## config.mk

```make
export PLATFORM = sky130hd
export DESIGN_NAME = additive_tone_gen
export DESIGN_NICKNAME = d
export VERILOG_FILES = /design/src/rtl/tonegen_pkg.sv /design/src/rtl/harmonic_seq_ctrl.sv /design/src/rtl/harmonic_datapath.sv /design/src/rtl/additive_tone_gen.sv
export SDC_FILE = /design/constraint.sdc
export NUM_CORES = 2
export LEC_CHECK = 0
export BUFFER_PORTS_ARGS = -buffer_cell sky130_fd_sc_hd__buf_2
export CAP_MARGIN = 20
export CORE_MARGIN = 4
export CORE_UTILIZATION = 57
export DETAILED_ROUTE_END_ITERATION = 8
export PLACE_DENSITY_LB_ADDON = 0.25
export SLEW_MARGIN = 25
export SYNTH_ARGS = -nofsm -noshare
export SYNTH_HDL_FRONTEND = slang
export SYNTH_HIERARCHICAL = 1
export SYNTH_SLANG_ARGS = --single-unit
```

## constraint.sdc

```tcl
create_clock -name clk -period 9.75 [get_ports clk]
set_clock_uncertainty 0.15 [all_clocks]
set_input_delay 1.4625 -clock clk [delete_from_list [all_inputs] [get_ports clk]]
set_output_delay 1.4625 -clock clk [all_outputs]
set_load 0.02 [all_outputs]
```

## src/rtl/tonegen_pkg.sv

```systemverilog
package tonegen_pkg;
  localparam int NUM_HARM    = 64;
  localparam int HARM_W      = $clog2(NUM_HARM);
  localparam int SINE_ADDR_W = 10;
  localparam int SINE_W      = 10;
  localparam int SEL_W       = 2;
  localparam int ADDR_W      = SEL_W + HARM_W;

  typedef enum logic [SEL_W-1:0] {
    SEL_PHASE = 2'd0,
    SEL_AMP   = 2'd1,
    SEL_FREQ  = 2'd2,
    SEL_NONE  = 2'd3
  } hostSel_e;

  typedef struct packed {
    logic              hostSlot;
    logic              calcSlot;
    logic              majorEnd;
    logic [HARM_W-1:0] harm;
  } seqStrb_t;
endpackage

```

## src/rtl/harmonic_seq_ctrl.sv

```systemverilog
module harmonic_seq_ctrl
  import tonegen_pkg::*;
(
  input  logic     clk,
  input  logic     rst,
  output seqStrb_t strb
);
  logic              subSlot;
  logic [HARM_W-1:0] harmCnt;

  always_ff @(posedge clk) begin
    if (rst) begin
      subSlot <= 1'b0;
      harmCnt <= '0;
    end else begin
      subSlot <= ~subSlot;
      if (subSlot) begin
        harmCnt <= (harmCnt == HARM_W'(NUM_HARM - 1)) ? '0 : harmCnt + 1'b1;
      end
    end
  end

  always_comb begin
    strb.hostSlot = ~subSlot;
    strb.calcSlot = subSlot;
    strb.majorEnd = subSlot && (harmCnt == '0);
    strb.harm     = harmCnt;
  end

  // a minor cycle is a host edge followed by a compute edge
  p_minor_pair_r1: assert property (@(posedge clk) disable iff (rst)
    strb.hostSlot |=> strb.calcSlot);
  p_slot_alternate_r1: assert property (@(posedge clk) disable iff (rst)
    strb.calcSlot |=> strb.hostSlot);
  p_major_wrap_r1: assert property (@(posedge clk) disable iff (rst)
    (strb.calcSlot && strb.harm == HARM_W'(NUM_HARM - 1)) |=> (strb.harm == '0));
endmodule

```

## src/rtl/harmonic_datapath.sv

```systemverilog
module harmonic_datapath
  import tonegen_pkg::*;
#(
  parameter int PHASE_W = 16,
  parameter int AMP_W   = 8,
  localparam int PROD_W = SINE_W + AMP_W + 1,
  localparam int ACC_W  = SINE_W + AMP_W + HARM_W
) (
  input  logic                    clk,
  input  logic                    rst,
  input  seqStrb_t                strb,
  input  logic                    hostWe,
  input  logic [ADDR_W-1:0]       hostAddr,
  input  logic [PHASE_W-1:0]      hostData,
  output logic signed [ACC_W-1:0] outSample
);
  localparam int SQ_W  = 2 * SINE_ADDR_W;
  localparam int HALF  = 2 ** (SINE_ADDR_W - 1);
  localparam int SHIFT = 2 * SINE_ADDR_W - 4 - (SINE_W - 1);
  localparam int PEAK  = 2 ** (SINE_W - 1) - 1;

  logic [PHASE_W-1:0]      phaseMem [NUM_HARM];
  logic [AMP_W-1:0]        ampMem   [NUM_HARM];
  logic [PHASE_W-1:0]      freqReg;
  logic signed [SINE_W-1:0] sineReg;
  logic signed [ACC_W-1:0] acc;
  logic                    pendValid;
  logic [ADDR_W-1:0]       pendAddr;
  logic [PHASE_W-1:0]      pendData;

  function automatic logic signed [SINE_W-1:0] sineOf(input logic [SINE_ADDR_W-1:0] idx);
    logic [SQ_W-1:0] x;
    logic [SQ_W-1:0] mag;
    logic signed [SINE_W-1:0] v;
    x   = SQ_W'(idx[SINE_ADDR_W-2:0]);
    mag = (x * (SQ_W'(HALF) - x)) >> SHIFT;
    if (mag > SQ_W'(PEAK)) mag = SQ_W'(PEAK);
    v = SINE_W'(mag);
    return idx[SINE_ADDR_W-1] ? -v : v;
  endfunction

  logic                     cmtValid;
  logic [ADDR_W-1:0]        cmtAddr;
  logic [PHASE_W-1:0]       cmtData;
  hostSel_e                 cmtSel;
  logic [HARM_W-1:0]        cmtIdx;
  logic [PHASE_W-1:0]       phaseNow, stepWord;
  logic signed [SINE_W-1:0] sineNow;
  logic signed [PROD_W-1:0] prod;
  logic signed [ACC_W-1:0]  prodExt, accNext;

  always_comb begin
    cmtValid = strb.hostSlot && (pendValid || hostWe);
    cmtAddr  = pendValid ? pendAddr : hostAddr;
    cmtData  = pendValid ? pendData : hostData;
    cmtSel   = hostSel_e'(cmtAddr[ADDR_W-1 -: SEL_W]);
    cmtIdx   = cmtAddr[HARM_W-1:0];
    phaseNow = phaseMem[strb.harm];
    stepWord = freqReg * (PHASE_W'(strb.harm) + PHASE_W'(1));
    sineNow  = sineOf(phaseNow[PHASE_W-1 -: SINE_ADDR_W]);
    prod     = $signed(sineReg) * $signed({1'b0, ampMem[strb.harm]});
    prodExt  = {{(ACC_W - PROD_W){prod[PROD_W-1]}}, prod};
    accNext  = acc + prodExt;
  end

  always_ff @(posedge clk) begin
    if (rst) begin
      for (int i = 0; i < NUM_HARM; i++) begin
        phaseMem[i] <= '0;
        ampMem[i]   <= '0;
      end
      freqReg   <= '0;
      sineReg   <= '0;
      acc       <= '0;
      outSample <= '0;
      pendValid <= 1'b0;
      pendAddr  <= '0;
      pendData  <= '0;
    end else begin
      if (strb.hostSlot) begin
        pendValid <= 1'b0;
      end else if (hostWe) begin
        pendValid <= 1'b1;
        pendAddr  <= hostAddr;
        pendData  <= hostData;
      end
      if (cmtValid) begin
        case (cmtSel)
          SEL_PHASE: phaseMem[cmtIdx] <= cmtData;
          SEL_AMP:   ampMem[cmtIdx]   <= cmtData[AMP_W-1:0];
          SEL_FREQ:  freqReg          <= cmtData;
          default:   ;
        endcase
      end
      if (strb.calcSlot) begin
        phaseMem[strb.harm] <= phaseNow + stepWord;
        sineReg             <= sineNow;
        if (strb.majorEnd) begin
          outSample <= accNext;
          acc       <= '0;
        end else begin
          acc <= accNext;
        end
      end
    end
  end

  // output changes only on the transfer edge
  p_out_steady_r7: assert property (@(posedge clk) disable iff (rst)
    !strb.majorEnd |=> $stable(outSample));
  // adding a non-negative product to a non-negative sum never wraps negative
  p_no_overflow_r6: assert property (@(posedge clk) disable iff (rst)
    (strb.calcSlot && !strb.majorEnd && !acc[ACC_W-1] && !prodExt[ACC_W-1]) |=> !acc[ACC_W-1]);
  // a held strobe is always committed on the very next edge, a host edge
  p_pend_slot_r9: assert property (@(posedge clk) disable iff (rst)
    pendValid |-> strb.hostSlot);
  // the frequency word never moves on a compute edge
  p_freq_calm_r9: assert property (@(posedge clk) disable iff (rst)
    strb.calcSlot |=> $stable(freqReg));
endmodule

```

## src/rtl/additive_tone_gen.sv

```systemverilog
module additive_tone_gen
  import tonegen_pkg::*;
#(
  parameter int PHASE_W = 16,
  parameter int AMP_W   = 8
) (
  input  logic                                      clk,
  input  logic                                      rst,
  input  logic                                      hostWe,
  input  logic [ADDR_W-1:0]                         hostAddr,
  input  logic [PHASE_W-1:0]                        hostData,
  output logic signed [SINE_W+AMP_W+HARM_W-1:0]     outSample
);
  seqStrb_t strb;

  harmonic_seq_ctrl u_ctrl (
    .clk  (clk),
    .rst  (rst),
    .strb (strb)
  );

  harmonic_datapath #(
    .PHASE_W (PHASE_W),
    .AMP_W   (AMP_W)
  ) u_dp (
    .clk       (clk),
    .rst       (rst),
    .strb      (strb),
    .hostWe    (hostWe),
    .hostAddr  (hostAddr),
    .hostData  (hostData),
    .outSample (outSample)
  );
endmodule

```

==> impl_metrics.tcl <==
set metrics [dict create \
    status "finished clean" \
    grt_overflow_total 0 \
    cts_buffer_depth 3 \
    vias_per_cell 7.49 \
    place_congestion 0.997 \
    start_kind "flip-flop" \
    grt_pass1_vias 64500 \
    port_buffers 50 \
    numCtsBuffers 169 \
    die_h_um 388 \
    area.growth.synth_to_final_pct 10.6 \
    wl_per_cell_um 34.4 \
    end_kind "flip-flop" \
    setup-violations-final 0 \
    drt_iter0_markers 12900 \
    tightest_slew_ps 1290 \
    dp.cells 8723 \
    path_buf_inv 6 \
    yosysSeqAreaShare 0.585 \
    arrival_ps 10140 \
    p_leak_nw 32.4 \
    finalHoldViolations 0 \
    cts.hold.buffers_added 0 \
    grt_antenna_before_repair 13 \
    syn_area_per_cell_um2 11.5 \
    tns_ps 0 \
    slew_viol_final 0 \
    rsz0062_at_grt "true" \
    start_util 0.574 \
    drcViolationCount 0 \
    post_dp_cell_area_um2 85200 \
    instances_no_fill 9044 \
    synthArstFlopShare 0 \
    fmax_ghz 0.104 \
    die_w_um 388 \
    synth_cell_types 88 \
    coreArea_um2 144000 \
    synth_enable_flop_cells 1536 \
    drt_first_pass_iters 9 \
    cp_slowest_stage_delay_ps 790 \
    htreeDepth 4 \
    fin_crit_sh 0.984 \
    vdd_drop_max_mv 0.419 \
    maxCapViolCount 0 \
    syn_area_um2 82400 \
    grt_max_degree 130 \
    rows 139 \
    crit_type "reg -> reg" \
    cts_root_buffer "clkbuf_16" \
    crit_path_top_delay_cell "a31oi_1" \
    cp.required_ps 10300 \
    clk_pin_slew_worst_paths_ps 60 \
    design_area_um2 91200 \
    synthFlopType "edfxtp_1" \
    wl_um 311000 \
    layout_min_cycle_time_ps 9590 \
    worstHoldPathType "reg -> reg" \
    ant_nets 0 \
    cts_tree "done" \
    pwr_density_cell_nw_per_um2 226 \
    grt_pass1_wl_um 445000 \
    num_vias 67800 \
    yosys_warnings 6 \
    synth-seq-cells 1642 \
    cp_top_family "adder cells" \
    worst_path_most_repeated_cell "fa_1" \
    num-nets-final 7389 \
    clock-sinks 1642 \
    design.die.area_um2 151000 \
    crit_fanout 20 \
    pin_count 51 \
    drive_gt1_frac 0.107 \
    synthCells 7183 \
    clock_latency_ps 840 \
    dp_hpwl_um 192000 \
    relSlewSlack 0.130 \
    track_usage 0.401 \
]
-- cell usage after synthesis, types with 122 or more instances --
library cell  count  area share
ha_1            149       0.023
fa_1            208       0.051
edfxtp_1       1536        0.56
buf_2           122      0.0074
clkbuf_1        515       0.023
nand2_1         665       0.030
inv_1           260       0.012
nor2_1          731       0.033
a22oi_1         434       0.040
a31oi_1         133       0.010
a22o_1          134       0.014
a21oi_1         136      0.0083
o22ai_1         827       0.063
o21ai_0         214       0.013
nand3_1         163      0.0099
a221oi_1        128       0.014
-- placed cells by master (no fill, tap or decap), types with 101 or more instances in the layout --
cell | Yosys | final
edfxtp_1 | 1536 | 1536
o22ai_1 | 827 | 827
nor2_1 | 731 | 708
nand2_1 | 665 | 662
a22oi_1 | 434 | 433
buf_4 | 9 | 273
inv_1 | 260 | 260
o21ai_0 | 214 | 213
fa_1 | 208 | 207
clkbuf_16 | 0 | 172
nand3_1 | 163 | 150
ha_1 | 149 | 144
a22o_1 | 134 | 134
a21oi_1 | 136 | 133
a31oi_1 | 133 | 126
a221oi_1 | 128 | 122
dfxtp_1 | 106 | 101
-- worst reg2reg max path, delay by kind of cell, from the launching register on --
family                   cells  cell delay (ps)
buffers and inverters        6              870
AO/OA/AOI/OAI               13             2820
flip-flops                   1              390
AND/OR/NAND/NOR              9             1840
multiplexers                 1              200
adder cells (fa/ha/maj)      8             3180
-- cell type report --
cell class | instances | area (µm²)
inverters | 262 | 986
flip-flops and latches | 1642 | 48300
repair buffers | 358 | 2970
clock inverters | 91 | 1050
clock buffers | 210 | 4450
multi-input cells | 4572 | 31100
fillers | 11000 | 52500
diodes | 6 | 15.0
well taps | 1903 | 2380
-- routing by layer --
metal / part of all wire / vias up / GRT usage / wire length, µm
met4: 0.079 / 14 / 0.243 / 24600
met3: 0.18 / 1470 / 0.171 / 55100
met2: 0.41 / 6664 / 0.569 / 129000
met1: 0.33 / 32700 / 0.511 / 102000
li1: - / 27000 / - / -
met5: 0.00066 / - / 0.00319 / 206
-- metrics by stage --
| stage | utilization | hold slack, ps | setup slack [ps] | total power, mW |
|---|---|---|---|---|
| 6_report | 0.635 | 299 | 156 | 20.6 |
| 5_1_grt | 0.635 | 326 | -103 | 21.3 |
| 3_5_place_dp | 0.593 | 295 | 21.2 | 13.9 |
| 3_3_place_gp | 0.593 | 289 | 58.2 | 13.8 |
| 2_1_floorplan | - | 286 | 15.8 | 11.9 |
| 4_1_cts | 0.632 | 303 | 17.6 | 20.3 |
-- kinds of logic after synthesis --
family                   count (synthesis)  share of synthesized area
AO/OA/AOI/OAI                         2181                      0.179
AND/OR/NAND/NOR                       1926                      0.102
flip-flops                            1642                      0.585
buffers and inverters                  977                     0.0479
adder cells (fa/ha/maj)                357                     0.0731
XOR/XNOR                                57                    0.00633
multiplexers                            41                    0.00565
other                                    2                  0.0000911
-- path summary, 6_finish.rpt --
check                     from           endpoint  slack [ps]  cells past startpoint
min reg2reg  u_dp/outSample[6]  u_dp/outSample[6]         300                      2
min          u_dp/outSample[6]  u_dp/outSample[6]         300                      2
max reg2reg  u_ctrl/harmCnt[2]    u_dp/sineReg[8]         160                     37
max          u_ctrl/harmCnt[2]    u_dp/sineReg[8]         160                     37
-- flip-flops by register name, indices dropped and copies added (netlist names) --
signal          cells
u_dp/pendAddr       8
u_dp/outSample     24
u_dp/pendData      16
u_dp/freqReg       16
u_dp/ampMem       512
u_dp/phaseMem    1024
u_dp/sineReg       10
u_ctrl/harmCnt      6
u_dp/pendValid      1
u_dp/acc           24
u_ctrl/subSlot      1
-- power breakdown --
| group | internal (mW) | switching [mW] |
|---|---|---|
| registers | 7.98 | 0.172 |
| logic | 1.99 | 3.90 |
| clock network | 3.68 | 2.88 |
-- timing repair --
action / 4_1_cts / 5_1_grt
endpoints found under the setup margin: 0 / 7
resized for setup: 0 / 38
buffers inserted: 0 / 11
(Power assumes the default switching activity.)
